<file path="config.mk">
export PLATFORM = sky130hd
export DESIGN_NAME = dbell_hs_engine
export DESIGN_NICKNAME = d
export VERILOG_FILES = /design/src/rtl/dbell_hs_pkg.sv /design/src/rtl/dbell_req_store.sv /design/src/rtl/dbell_reply_seq.sv /design/src/rtl/dbell_hs_engine.sv
export SDC_FILE = /design/constraint.sdc
export NUM_CORES = 1
export LEC_CHECK = 0
export CAP_MARGIN = 10
export CORE_AREA = 2 2 151 190
export DETAILED_ROUTE_END_ITERATION = 7
export DIE_AREA = 0 0 153 192
export GPL_TIMING_DRIVEN = 1
export PLACE_DENSITY = 0.84
export SYNTH_ARGS = -nofsm -noshare
export SYNTH_HDL_FRONTEND = slang
export SYNTH_HIERARCHICAL = 1
export SYNTH_SLANG_ARGS = --single-unit
</file>
<file path="constraint.sdc">
create_clock -name clk -period 4.96 [get_ports clk]
set_input_delay 0.744 -clock clk [delete_from_list [all_inputs] [get_ports clk]]
set_output_delay 0.744 -clock clk [all_outputs]
set_load 0.01 [all_outputs]
</file>
<file path="src/rtl/dbell_hs_pkg.sv">
package dbell_hs_pkg;

  localparam logic [7:0] FN_MSG_RESET  = 8'h40;
  localparam logic [7:0] FN_UNIT_RESET = 8'h41;
  localparam logic [7:0] FN_HANDSHAKE  = 8'h42;
  localparam logic [7:0] FN_FRAME_DROP = 8'h43;

  localparam logic [7:0] OFS_DOORBELL  = 8'h00;
  localparam logic [7:0] OFS_STATUS    = 8'h30;

  localparam logic [3:0] CST_READY     = 4'h1;
  localparam logic [3:0] CST_OPER      = 4'h2;

  typedef enum logic [1:0] {PH_IDLE, PH_COLLECT, PH_ANSWER} phase_e;

  // number of reply halfwords for a request of n dwords
  function automatic logic [8:0] reply_halves(input logic [7:0] n);
    return {n, 1'b0};
  endfunction

  // halfword select within a dword: 0 = low half first
  function automatic logic [15:0] half_of(input logic [31:0] dw, input logic upper);
    return upper ? dw[31:16] : dw[15:0];
  endfunction

endpackage

</file>
<file path="src/rtl/dbell_req_store.sv">
module dbell_req_store #(
  parameter int DEPTH = 8
) (
  input  logic        clk,
  input  logic        rst_n,
  input  logic        start_i,
  input  logic [7:0]  len_i,
  input  logic        take_i,
  input  logic [31:0] data_i,
  input  logic [7:0]  rd_idx_i,
  output logic        last_o,
  output logic [31:0] rd_data_o
);
  localparam int         AW      = (DEPTH > 1) ? $clog2(DEPTH) : 1;
  localparam logic [7:0] DEPTH_B = 8'(DEPTH);

  logic [7:0]  cnt_q, len_q;
  logic [31:0] slot [DEPTH];

  always_ff @(posedge clk) begin
    if (!rst_n) begin
      cnt_q <= '0;
      len_q <= '0;
    end else if (start_i) begin
      cnt_q <= '0;
      len_q <= len_i;
    end else if (take_i) begin
      cnt_q <= cnt_q + 8'd1;
    end
  end

  for (genvar g = 0; g < DEPTH; g++) begin : g_slot
    always_ff @(posedge clk) begin
      if (!rst_n) slot[g] <= '0;
      else if (take_i && cnt_q == 8'(g)) slot[g] <= data_i;
    end
  end

  assign last_o    = take_i && (cnt_q + 8'd1 == len_q);
  assign rd_data_o = (rd_idx_i < DEPTH_B) ? slot[rd_idx_i[AW-1:0]] : 32'h0;

endmodule

</file>
<file path="src/rtl/dbell_reply_seq.sv">
module dbell_reply_seq (
  input  logic        clk,
  input  logic        rst_n,
  input  logic        begin_i,
  input  logic        abort_i,
  input  logic        ack_i,
  input  logic [8:0]  total_i,
  input  logic [15:0] hw_i,
  output logic [8:0]  ptr_o,
  output logic        flag_o,
  output logic [15:0] hw_o,
  output logic        present_o,
  output logic        ack_evt_o,
  output logic        done_o
);
  logic [8:0]  ptr_q;
  logic        flag_q, armed_q;
  logic [15:0] hw_q;

  assign present_o = armed_q && !flag_q && !abort_i && !begin_i;
  assign ack_evt_o = ack_i && flag_q && !abort_i && !begin_i;
  assign done_o    = ack_evt_o && (ptr_q + 9'd1 == total_i);

  always_ff @(posedge clk) begin
    if (!rst_n) begin
      ptr_q   <= '0;
      flag_q  <= 1'b0;
      armed_q <= 1'b0;
      hw_q    <= '0;
    end else if (abort_i) begin
      ptr_q   <= '0;
      flag_q  <= 1'b0;
      armed_q <= 1'b0;
    end else if (begin_i) begin
      ptr_q   <= '0;
      flag_q  <= 1'b0;
      armed_q <= 1'b1;
    end else if (present_o) begin
      flag_q  <= 1'b1;
      armed_q <= 1'b0;
      hw_q    <= hw_i;
    end else if (ack_evt_o) begin
      flag_q <= 1'b0;
      if (done_o) begin
        armed_q <= 1'b0;
      end else begin
        ptr_q   <= ptr_q + 9'd1;
        armed_q <= 1'b1;
      end
    end
  end

  assign ptr_o  = ptr_q;
  assign flag_o = flag_q;
  assign hw_o   = hw_q;

endmodule

</file>
<file path="src/rtl/dbell_hs_engine.sv">
module dbell_hs_engine
  import dbell_hs_pkg::*;
#(
  parameter int         DEPTH  = 8,
  parameter logic [2:0] WHO_ID = 3'd0
) (
  input  logic        clk,
  input  logic        rst_n,
  input  logic        bus_wr,
  input  logic [7:0]  bus_addr,
  input  logic [31:0] bus_wdata,
  output logic [31:0] bus_rdata
);
  phase_e      phase_q;
  logic [3:0]  cstate_q;
  logic [8:0]  total_q;

  logic [7:0]  fn_code, req_len;
  logic        db_wr, ack_cmd, hs_start, unit_rst, take, abort;
  logic        in_use, collecting, cap_last;
  logic        sys_flag, present_evt, ack_evt, done_evt;
  logic [8:0]  ptr;
  logic [15:0] hw_q, hw_next;
  logic [31:0] store_dw;

  assign fn_code    = bus_wdata[31:24];
  assign req_len    = bus_wdata[23:16];
  assign db_wr      = bus_wr && (bus_addr == OFS_DOORBELL);
  assign ack_cmd    = bus_wr && (bus_addr == OFS_STATUS) && bus_wdata[0];
  assign collecting = (phase_q == PH_COLLECT);
  assign in_use     = (phase_q != PH_IDLE);
  assign hs_start   = db_wr && !collecting && (fn_code == FN_HANDSHAKE) && (req_len != 8'd0);
  assign unit_rst   = db_wr && !collecting &&
                      ((fn_code == FN_MSG_RESET) || (fn_code == FN_UNIT_RESET));
  assign take       = db_wr && collecting;
  assign abort      = (phase_q == PH_ANSWER) && (hs_start || unit_rst);

  dbell_req_store #(.DEPTH(DEPTH)) u_store (
    .clk       (clk),
    .rst_n     (rst_n),
    .start_i   (hs_start),
    .len_i     (req_len),
    .take_i    (take),
    .data_i    (bus_wdata),
    .rd_idx_i  (ptr[8:1]),
    .last_o    (cap_last),
    .rd_data_o (store_dw)
  );

  assign hw_next = half_of(store_dw, ptr[0]);

  dbell_reply_seq u_seq (
    .clk       (clk),
    .rst_n     (rst_n),
    .begin_i   (cap_last),
    .abort_i   (abort),
    .ack_i     (ack_cmd),
    .total_i   (total_q),
    .hw_i      (hw_next),
    .ptr_o     (ptr),
    .flag_o    (sys_flag),
    .hw_o      (hw_q),
    .present_o (present_evt),
    .ack_evt_o (ack_evt),
    .done_o    (done_evt)
  );

  always_ff @(posedge clk) begin
    if (!rst_n) begin
      phase_q  <= PH_IDLE;
      cstate_q <= CST_READY;
      total_q  <= '0;
    end else begin
      if (hs_start) begin
        phase_q <= PH_COLLECT;
        total_q <= reply_halves(req_len);
      end else if (unit_rst) begin
        phase_q  <= PH_IDLE;
        cstate_q <= CST_READY;
      end else if (cap_last) begin
        phase_q <= PH_ANSWER;
      end else if (done_evt) begin
        phase_q  <= PH_IDLE;
        cstate_q <= CST_OPER;
      end
    end
  end

  always_comb begin
    unique case (bus_addr)
      OFS_DOORBELL: bus_rdata = {cstate_q, in_use, WHO_ID, 8'h00, hw_q};
      OFS_STATUS:   bus_rdata = {31'h0, sys_flag};
      default:      bus_rdata = 32'h0;
    endcase
  end

endmodule

</file>
==> flow_metrics.py, run 1 <==
metrics = {
    "outcome": {
        "status": "finished clean",
    },
    "floorplan": {
        "io-pin-count": 75,
        "dieArea_mm2": 0.0294,
        "initial_core_util_pct": 54.3,
        "core_area_mm2": 0.0275,
        "fp.dieH_um": 192,
        "die_w_um": 153,
        "rows": 68,
    },
    "logic_synthesis": {
        "yosysSeqAreaShare_pct": 58.9,
        "syn_inst": 1111,
        "synth_flop_cell": "edfxtp_1",
        "synth_seq_cells": 311,
        "synth_area_per_cell_um2": 13.4,
        "synth_edf_count": 256,
        "ys_types": 65,
        "ys_warn_count": 6,
        "netlist_area_mm2": 0.0149,
        "synth-async-reset-ratio_pct": 0,
    },
    "worst_setup_path": {
        "r2r_slack_ps": 1140,
        "critPathMostFrequentCell": "nand3_1",
        "critical-path-slowest-cell": "or4_1",
        "timing.critical_path.required_ps": 5440,
        "cp_max_fo": 17,
        "slowest_delay_ps": 530,
        "critPathLaunchType": "input pin",
        "critPathKind": "input pin to flip-flop",
        "end_kind": "flip-flop",
        "critPathArrivalTime_ps": 4570,
        "crit_chain": "clkdlybuf4s50_1, nor2_1, nand3_1, nor3_2, and4b_1, nand3_1, or4_1, nor4_1, buf_4, nor2_2, nand3_1, buf_4, clkinv_1, o2111ai_2, nor4_4, or4_1, a21oi_1",
    },
    "grt": {
        "antenna_found_initial": 1,
        "overflow": 0,
        "grt_max_degree": 44,
        "groute.layer.met3.usage_pct": 2.96,
        "grt_pass1_wl_um": 53300,
        "grtUsageMet1_pct": 29.6,
        "grtUsageMet2_pct": 43.2,
        "top_usage_layer": "met2",
        "grtUsageTotal_pct": 23.8,
        "grt_pass1_vias": 9361,
    },
    "sta": {
        "fin_skew_ps": 21.8,
        "worst_pin_slew_ps": 746,
        "achievable-frequency_mhz": 245,
        "hold_viol_final": 0,
        "slew_viol_final": 0,
        "setup_viol": 0,
        "grt_setup_unrepaired": "no",
        "slew_headroom_pct": 49.9,
        "hold_ws_ps": 449,
        "period_share_pct": 82.4,
        "fin_crit_ps": 4090,
        "worst_slack_ps": 875,
    },
    "route": {
        "drtPass1Iterations": 5,
        "vias_per_cell": 5.93,
        "post_drt_wl_per_cell_um": 22.5,
        "ant_nets": 0,
        "drt-total-wl_um": 34700,
        "drt_iter0_drc": 846,
        "drcViolationCount": 0,
        "via_count": 9126,
    },
    "place": {
        "dp_hpwl_um": 20100,
        "port_buffers": 61,
        "dp_slack_ps": 362,
        "dpl-instance-area_mm2": 0.0160,
        "routabilityCongestion": 0.870,
    },
    "clock_tree": {
        "htreeDepth": 1,
        "postCtsSetupBuffers": 0,
        "ctsHoldBuffers": 0,
        "clk_root_buffer_cell": "clkbuf_16",
        "cts.repair.resized": 0,
        "cts_buffer_depth": 3,
        "clock-sinks": 311,
        "clk_pin_slew_ps": 60,
        "cts_tree": "yes",
        "clock_latency_ps": 570,
        "cts_buffers": 28,
    },
    "layout": {
        "nNetsFinal": 1215,
        "area_delta_synth_final_pct": 12.8,
        "final_area_mm2": 0.0168,
        "layout_commonest_cell": "and2_1",
        "utilization_pct": 61.3,
        "final_cell_mix": "and2_1 (273), edfxtp_1 (256), mux4_2 (64)",
        "drive_gt1_share_pct": 16.0,
    },
    "power_and_ir_drop": {
        "power_density_mw_per_mm2": 312,
        "peakVddDrop_uv": 264,
        "power_leakage_nw": 5.68,
    },
    "hold_path": {
        "hold_class": "flip-flop to flip-flop",
    },
    "job": {
        "maxCapViolations": 0,
    },
}
-- final cells by class --
cell class / instances / area (um2)
Fill cell: 1958 / 10600
Sequential cell: 311 / 8790
Multi-Input combinational cell: 726 / 5820
Timing Repair Buffer: 95 / 886
Clock buffer: 34 / 733
Tap cell: 350 / 438
Clock inverter: 17 / 144
Inverter: 5 / 18.8
Antenna cell: 1 / 2.50
-- power by group --
group / switching [mW] / internal (mW) / leakage [nW]
Clock: 0.942 / 1.15 / 0.418
Sequential: 0.0279 / 2.92 / 2.90
Combinational: 0.131 / 0.0866 / 2.36
Total: 1.10 / 4.16 / 5.68
-- metal layers --
| metal | share of wire (%) | up-vias | routed length, um |
|---|---|---|---|
| met5 | 0 | - | 0 |
| met4 | 2.6 | 0 | 914 |
| met3 | 7.1 | 71 | 2480 |
| met2 | 52 | 444 | 18200 |
| met1 | 38 | 4524 | 13100 |
| li1 | - | 4087 | - |
-- through the flow --
stage | setup TNS [ps] | total power [mW] | std cells
2_1_floorplan | -18340 | 3.10 | 1124
3_3_place_gp | 0 | 3.20 | 1487
3_5_place_dp | 0 | 3.22 | 1487
4_1_cts | 0 | 5.28 | 1538
5_1_grt | 0 | 5.40 | 1539
6_report | 0 | 5.26 | 1539
-- cells in the mapped netlist (2+ instances only) --
| master | number | area, um2 |
|---|---|---|
| ha_1 | 5 | 62.6 |
| a21oi_1 | 15 | 75.1 |
| and4b_1 | 2 | 20.0 |
| clkinv_1 | 2 | 7.51 |
| xnor2_1 | 12 | 105 |
| and3_1 | 8 | 50.1 |
| mux4_2 | 64 | 1440 |
| nor3_1 | 4 | 20.0 |
| o211ai_1 | 4 | 30.0 |
| dfxtp_1 | 55 | 1100 |
| nor2_1 | 66 | 248 |
| buf_1 | 5 | 18.8 |
| nand3b_1 | 7 | 52.6 |
| nand3_1 | 14 | 70.1 |
| nor4b_2 | 2 | 30.0 |
| mux2_2 | 16 | 180 |
| buf_4 | 16 | 120 |
| inv_1 | 3 | 11.3 |
| nand2b_1 | 4 | 25.0 |
| a21boi_0 | 22 | 165 |
| buf_6 | 6 | 67.6 |
| mux2i_1 | 42 | 420 |
| nand4b_1 | 2 | 17.5 |
| nand2_1 | 54 | 203 |
| o21ai_0 | 13 | 65.1 |
| nand4_1 | 5 | 31.3 |
| nor2b_1 | 12 | 75.1 |
| o22ai_1 | 2 | 12.5 |
| or2_2 | 2 | 12.5 |
| clkbuf_1 | 21 | 78.8 |
| or4_1 | 9 | 67.6 |
| o21a_1 | 4 | 30.0 |
| xor2_1 | 13 | 114 |
| nor4_1 | 3 | 18.8 |
| edfxtp_1 | 256 | 7690 |
| o21ai_1 | 3 | 15.0 |
| o31ai_1 | 5 | 37.5 |
| buf_2 | 9 | 45.0 |
| clkbuf_2 | 24 | 120 |
| a22oi_1 | 3 | 22.5 |
| and2_1 | 273 | 1710 |
-- registers in the layout, summed over array words and instances, names as in the netlist --
signal,cells
u_store/slot,256
u_seq/hw_o,16
u_seq/ptr_o,9
total_q,8
u_store/cnt_q,8
u_store/len_q,8
cstate_q,2
phase_q,2
u_seq/armed_q,1
u_seq/flag_o,1
-- path summary, 6_finish.rpt --
path                            cells after the start             end        startpoint
worst max register to register                     15  u_seq/ptr_o[4]  u_store/cnt_q[0]
worst min register to register                      1     cstate_q[0]       cstate_q[0]
worst min-delay path                                1     cstate_q[0]       cstate_q[0]
worst max-delay path                               17  u_seq/ptr_o[4]       bus_addr[1]
-- logic make-up (layout without fill, tap and decap cells) --
logic type | after synthesis | after routing | synth area share (%)
other | 1 | 15 | 0.0251
AO/OA/AOI/OAI | 77 | 77 | 3.48
buffers and inverters | 87 | 151 | 3.24
XOR/XNOR | 26 | 26 | 1.58
flip-flops | 311 | 311 | 58.9
adder cells (fa/ha/maj) | 5 | 5 | 0.419
AND/OR/NAND/NOR | 482 | 482 | 18.7
multiplexers | 122 | 122 | 13.7
-- critical path, delay by kind of cell --
kind,cells,cell delay (ps)
buf+inv,4,920
compound gates,2,270
simple gates,11,2610
No activity file was read; power rests on OpenSTA's default activity.
==> run 2, diff against run 1 <==
--- a/config.mk
+++ b/config.mk
@@ -6,11 +6,11 @@
 export NUM_CORES = 1
 export LEC_CHECK = 0
 export CAP_MARGIN = 10
-export CORE_AREA = 2 2 151 190
+export CORE_AREA = 2 2 143 180
 export DETAILED_ROUTE_END_ITERATION = 7
-export DIE_AREA = 0 0 153 192
+export DIE_AREA = 0 0 145 182
 export GPL_TIMING_DRIVEN = 1
-export PLACE_DENSITY = 0.84
+export PLACE_DENSITY = 0.88
 export SYNTH_ARGS = -nofsm -noshare
 export SYNTH_HDL_FRONTEND = slang
 export SYNTH_HIERARCHICAL = 1
==> constraint.sdc (replaced) <==
create_clock -name clk -period 3.76 [get_ports clk]
set_input_delay 0.564 -clock clk [delete_from_list [all_inputs] [get_ports clk]]
set_output_delay 0.564 -clock clk [all_outputs]
set_load 0.01 [all_outputs]
==> flow_metrics.py, run 2 (same netlist as run 1, synthesis figures left out) <==
metrics = {
    "route": {
        "drt-total-wl_um": 35800,
        "ant_nets": 0,
        "vias_per_cell": 6.17,
        "drt_iter0_drc": 1048,
        "drtPass1Iterations": 5,
        "post_drt_wl_per_cell_um": 23.1,
        "drcViolationCount": 0,
        "via_count": 9568,
    },
    "place": {
        "port_buffers": 61,
        "dp_hpwl_um": 22500,
        "dp_slack_ps": -47.6,
        "dpl-instance-area_mm2": 0.0162,
        "routabilityCongestion": 0.883,
    },
    "sta": {
        "worst_slack_ps": 333,
        "setup_viol": 0,
        "fin_crit_ps": 3430,
        "grt_setup_unrepaired": "no",
        "fin_skew_ps": 16.0,
        "achievable-frequency_mhz": 292,
        "slew_viol_final": 0,
        "hold_viol_final": 0,
        "period_share_pct": 91.1,
        "slew_headroom_pct": 43.4,
        "worst_pin_slew_ps": 847,
    },
    "grt": {
        "grt_pass1_wl_um": 54900,
        "grt_pass1_vias": 9775,
        "overflow": 0,
        "grtUsageTotal_pct": 27.2,
        "grt_max_degree": 39,
        "antenna_found_initial": 0,
    },
    "floorplan": {
        "dieArea_mm2": 0.0264,
        "fp.dieH_um": 182,
        "rows": 65,
        "initial_core_util_pct": 60.2,
        "io-pin-count": 75,
        "die_w_um": 145,
        "core_area_mm2": 0.0248,
    },
    "layout": {
        "layout_commonest_cell": "and2_1",
        "final_area_mm2": 0.0172,
        "utilization_pct": 69.4,
        "final_cell_mix": "and2_1 (273), edfxtp_1 (256), mux4_2 (64)",
        "top_register": "u_store/slot",
        "diodes": 0,
        "nNetsFinal": 1243,
        "largest_register_ffs": 256,
        "drive_gt1_share_pct": 18.6,
        "fillCellCount": 1566,
        "area_delta_synth_final_pct": 15.4,
    },
    "clock_tree": {
        "cts_tree": "yes",
        "cts_buffer_depth": 3,
        "htreeDepth": 1,
        "clk_root_buffer_cell": "clkbuf_16",
        "postCtsSetupBuffers": 0,
        "clk_pin_slew_ps": 60,
        "clock_latency_ps": 550,
        "cts.repair.resized": 0,
        "clock-sinks": 311,
        "cts_buffers": 28,
        "ctsHoldBuffers": 0,
    },
    "worst_setup_path": {
        "reg2reg_depth": 13,
        "critPathArrivalTime_ps": 3910,
        "end_kind": "flip-flop",
        "timing.critical_path.required_ps": 4250,
        "r2r_slack_ps": 330,
        "critPathLaunchType": "flip-flop",
        "r2r-end": "u_seq/ptr_o[7]",
        "r2r-start": "u_store/cnt_q[0]",
        "critPathKind": "flip-flop to flip-flop",
        "cp_max_fo": 12,
    },
    "power_and_ir_drop": {
        "peakVddDrop_uv": 318,
        "power_leakage_nw": 5.90,
        "power_density_mw_per_mm2": 420,
    },
    "hold_path": {
        "min-delay-start": "u_seq/hw_o[4]",
        "hold_end": "u_seq/hw_o[4]",
        "hold_class": "flip-flop to flip-flop",
        "holdPathStages": 2,
    },
    "outcome": {
        "status": "finished clean",
    },
    "job": {
        "maxCapViolations": 0,
    },
}
## run 2: cell count changes in the layout (fill, tap and decap cells not counted), sizes merged
cell,change
clkinvlp,+1
bufinv,+4
clkinv,-4
diode,-1
clkbuf,-2
buf,+28
## run 2: layer usage
metal	vias to the layer above	wire (um)	track usage, %
met4	0	1370	11.9
met1	4776	13100	33.5
li1	4154	-	-
met2	544	18200	47.9
met3	94	3100	4.25
met5	-	0	0
## run 2: layout make-up
cell class,count,area (um2),area share (%)
clock inverters,18,243,1.41
well taps,335,419,2.43
clock buffers,32,737,4.28
multi-input cells,726,5820,33.8
flip-flops and latches,311,8790,51.1
repair buffers,123,1180,6.87
inverters,5,18.8,0.109
## run 2: power by group
group / leakage [nW] / switching [mW] / internal (mW)
sequential: 2.90 / 0.0392 / 3.85
combinational: 2.53 / 0.180 / 0.128
clock: 0.473 / 1.23 / 1.81
total: 5.90 / 1.45 / 5.79
## run 2: stage by stage
| stage | hold WS, ps | power [mW] | instances | setup TNS (ps) |
|---|---|---|---|---|
| after floorplan | 418 | 4.08 | 1124 | -31160 |
| after global placement | 431 | 4.24 | 1500 | 0 |
| after detailed placement | 454 | 4.26 | 1500 | -240 |
| after CTS | 463 | 7.26 | 1550 | 0 |
| after global routing | 483 | 7.40 | 1550 | 0 |
| final | 461 | 7.23 | 1550 | 0 |
## run 2: how the worst max path moves through the flow
| stage | start | end | slack [ps] | depth (start not counted) |
|---|---|---|---|---|
| 3_5_place_dp | bus_addr[1] | u_seq/ptr_o[3] | -50 | 15 |
| 2_1_floorplan | bus_addr[7] | u_store/slot[0][0] | -130 | 8 |
| 3_3_place_gp | bus_addr[7] | u_seq/ptr_o[0] | 30 | 15 |
| 4_1_cts | u_store/cnt_q[0] | u_seq/ptr_o[0] | 370 | 13 |
| 6_report | u_store/cnt_q[0] | u_seq/ptr_o[7] | 330 | 13 |
| 5_1_grt | u_store/cnt_q[0] | cstate_q[0] | 140 | 13 |
## run 2: worst max-delay path, stage by stage (launching register included)
cell       delay, ps
dfxtp_1          580
inv_1            130
ha_1             360
xnor2_1          190
nand3_1          100
or4_1            550
nor4_2           340
nor2_2            90
nand3_1          110
clkinv_1         100
o2111ai_2        100
nor4_4           130
or4_1            520
nand2_1           90
==> run 3, diff against run 2 <==
--- a/config.mk
+++ b/config.mk
@@ -6,11 +6,13 @@
 export NUM_CORES = 1
 export LEC_CHECK = 0
 export CAP_MARGIN = 10
-export CORE_AREA = 2 2 143 180
+export CELL_PAD_IN_SITES_DETAIL_PLACEMENT = 1
+export CELL_PAD_IN_SITES_GLOBAL_PLACEMENT = 1
+export CORE_AREA = 2 2 158 199
 export DETAILED_ROUTE_END_ITERATION = 7
-export DIE_AREA = 0 0 145 182
+export DIE_AREA = 0 0 160 201
 export GPL_TIMING_DRIVEN = 1
-export PLACE_DENSITY = 0.88
+export PLACE_DENSITY = 0.87
 export SYNTH_ARGS = -nofsm -noshare
 export SYNTH_HDL_FRONTEND = slang
 export SYNTH_HIERARCHICAL = 1
==> flow_metrics.py, run 3 (same netlist as run 1, synthesis figures left out) <==
metrics = {
    "sta": {
        "worst_slack_ps": 339,
        "hold_viol_final": 0,
        "grt_setup_unrepaired": "no",
        "fin_crit_ps": 3420,
        "slew_viol_final": 0,
        "achievable-frequency_mhz": 292,
        "setup_viol": 0,
        "worst_pin_slew_ps": 749,
        "slew_headroom_pct": 50.1,
        "period_share_pct": 91.0,
        "fin_skew_ps": 17.7,
    },
    "worst_setup_path": {
        "reg2reg_depth": 13,
        "r2r-start": "u_store/cnt_q[1]",
        "critPathArrivalTime_ps": 3910,
        "end_kind": "flip-flop",
        "critPathLaunchType": "flip-flop",
        "timing.critical_path.required_ps": 4250,
        "crit_chain": "inv_1, ha_1, xnor2_1, nand3_1, or4_1, nor4_2, nor2_2, nand3_1, clkinv_1, o2111ai_2, nor4_4, or3_2, a21oi_1",
        "path_delay_family": "simple AND/OR/NAND/NOR gates",
        "critical-path-slowest-cell": "dfxtp_1",
        "crit_buf_inv": 2,
        "slowest_delay_ps": 530,
        "critPathMostFrequentCell": "nand3_1",
        "r2r-end": "u_seq/ptr_o[0]",
        "cp_max_fo": 13,
        "r2r_slack_ps": 340,
        "critPathKind": "flip-flop to flip-flop",
    },
    "floorplan": {
        "rows": 72,
        "fp.dieH_um": 201,
        "dieArea_mm2": 0.0322,
        "core_area_mm2": 0.0304,
        "die_w_um": 160,
        "initial_core_util_pct": 49.0,
        "io-pin-count": 75,
    },
    "route": {
        "via_count": 9810,
        "vias_per_cell": 5.99,
        "post_drt_wl_per_cell_um": 27.2,
        "drt-total-wl_um": 44600,
        "drtPass1Iterations": 5,
        "drt_iter0_drc": 901,
        "drcViolationCount": 0,
        "ant_nets": 0,
    },
    "layout": {
        "nNetsFinal": 1258,
        "layout_commonest_cell": "and2_1",
        "largest_register_ffs": 256,
        "final_cell_mix": "and2_1 (273), edfxtp_1 (256), buf_4 (69)",
        "top_register": "u_store/slot",
        "drive_gt1_share_pct": 19.2,
        "area_delta_synth_final_pct": 16.8,
        "diodes": 0,
        "utilization_pct": 57.3,
    },
    "clock_tree": {
        "clock-sinks": 311,
        "cts_tree": "yes",
        "cts.repair.resized": 0,
        "htreeDepth": 1,
        "cts_buffer_depth": 3,
        "cts_buffers": 30,
        "ctsHoldBuffers": 0,
        "clk_pin_slew_ps": 60,
        "postCtsSetupBuffers": 0,
        "clock_latency_ps": 580,
        "clk_root_buffer_cell": "clkbuf_16",
    },
    "grt": {
        "grtUsageTotal_pct": 28.2,
        "antenna_found_initial": 0,
        "grt_pass1_wl_um": 68500,
        "overflow": 0,
        "grt_pass1_vias": 10810,
        "grt_max_degree": 39,
    },
    "hold_path": {
        "holdPathStages": 2,
        "min-delay-start": "cstate_q[1]",
        "hold_class": "flip-flop to flip-flop",
        "hold_end": "cstate_q[1]",
    },
    "job": {
        "maxCapViolations": 0,
    },
    "power_and_ir_drop": {
        "power_density_mw_per_mm2": 429,
        "power_leakage_nw": 5.98,
        "peakVddDrop_uv": 286,
    },
    "place": {
        "dp_hpwl_um": 27600,
        "routabilityCongestion": 0.866,
        "port_buffers": 61,
        "dp_slack_ps": -198,
    },
    "outcome": {
        "status": "finished clean",
    },
}
==> run 3: cell types whose count changed in the layout (fill, tap and decap cells not counted), moves of 2 or more <==
| cell | before | now |
|---|---|---|
| buf_4 | 53 | 69 |
| clkinv_1 | 4 | 8 |
| clkbuf_1 | 3 | 5 |
| clkinvlp_2 | 2 | 0 |
| buf_12 | 9 | 6 |
| clkinv_4 | 0 | 2 |
| clkbuf_16 | 29 | 31 |
| clkinv_2 | 6 | 3 |
==> run 3: per-stage QoR <==
stage          instance area [um2]  total power [mW]  instances  hold slack [ps]  TNS, ps
2_1_floorplan                15000              4.08       1124              418   -31160
3_3_place_gp                 16400              4.26       1585              439    -15.1
3_5_place_dp                 16400              4.29       1585              448    -1130
4_1_cts                      17400              7.51       1639              462        0
5_1_grt                      17400              7.66       1639              488        0
6_report                     17400              7.48       1639              461        0
==> run 3: layer usage <==
layer,track usage [%],wire [um],up-vias
met4,11.6,1580,0
met1,34.2,16700,5085
met3,3.74,2690,97
met5,0,0,-
li1,-,-,4177
met2,50.8,23600,451
==> run 3: area by class of cell <==
type                       instances  area [um2]
clock buffer                      36         795
inverter                           5        18.8
tap                              407         509
sequential                       311        8790
fill                            2993       13000
multi-input combinational        726        5830
timing repair buffer             136        1240
clock inverter                    18         243
==> run 3: worst max-delay path by stage <==
stage                     start                  to  slack [ps]  depth (start not counted)
3_5_place_dp        bus_addr[1]      u_seq/ptr_o[0]        -200                         15
4_1_cts        u_store/cnt_q[1]      u_seq/ptr_o[0]         310                         13
2_1_floorplan       bus_addr[7]  u_store/slot[0][0]        -130                          8
6_report       u_store/cnt_q[1]      u_seq/ptr_o[0]         340                         13
3_3_place_gp        bus_addr[7]      u_seq/ptr_o[0]          -8                         15
5_1_grt        u_store/cnt_q[0]      u_seq/ptr_o[0]         150                         14
==> run 3: where the power goes <==
group          internal, mW  total, mW  switching, mW
clock                  1.91       3.26           1.35
sequential             3.85       3.90         0.0516
combinational         0.130      0.328          0.198
total                  5.89       7.48           1.60
==> run 3: tightest hold or removal path, cell delays in order (launching register included) <==
cell     delay (ps)
dfxtp_1         300
inv_1            60
a21oi_1          60
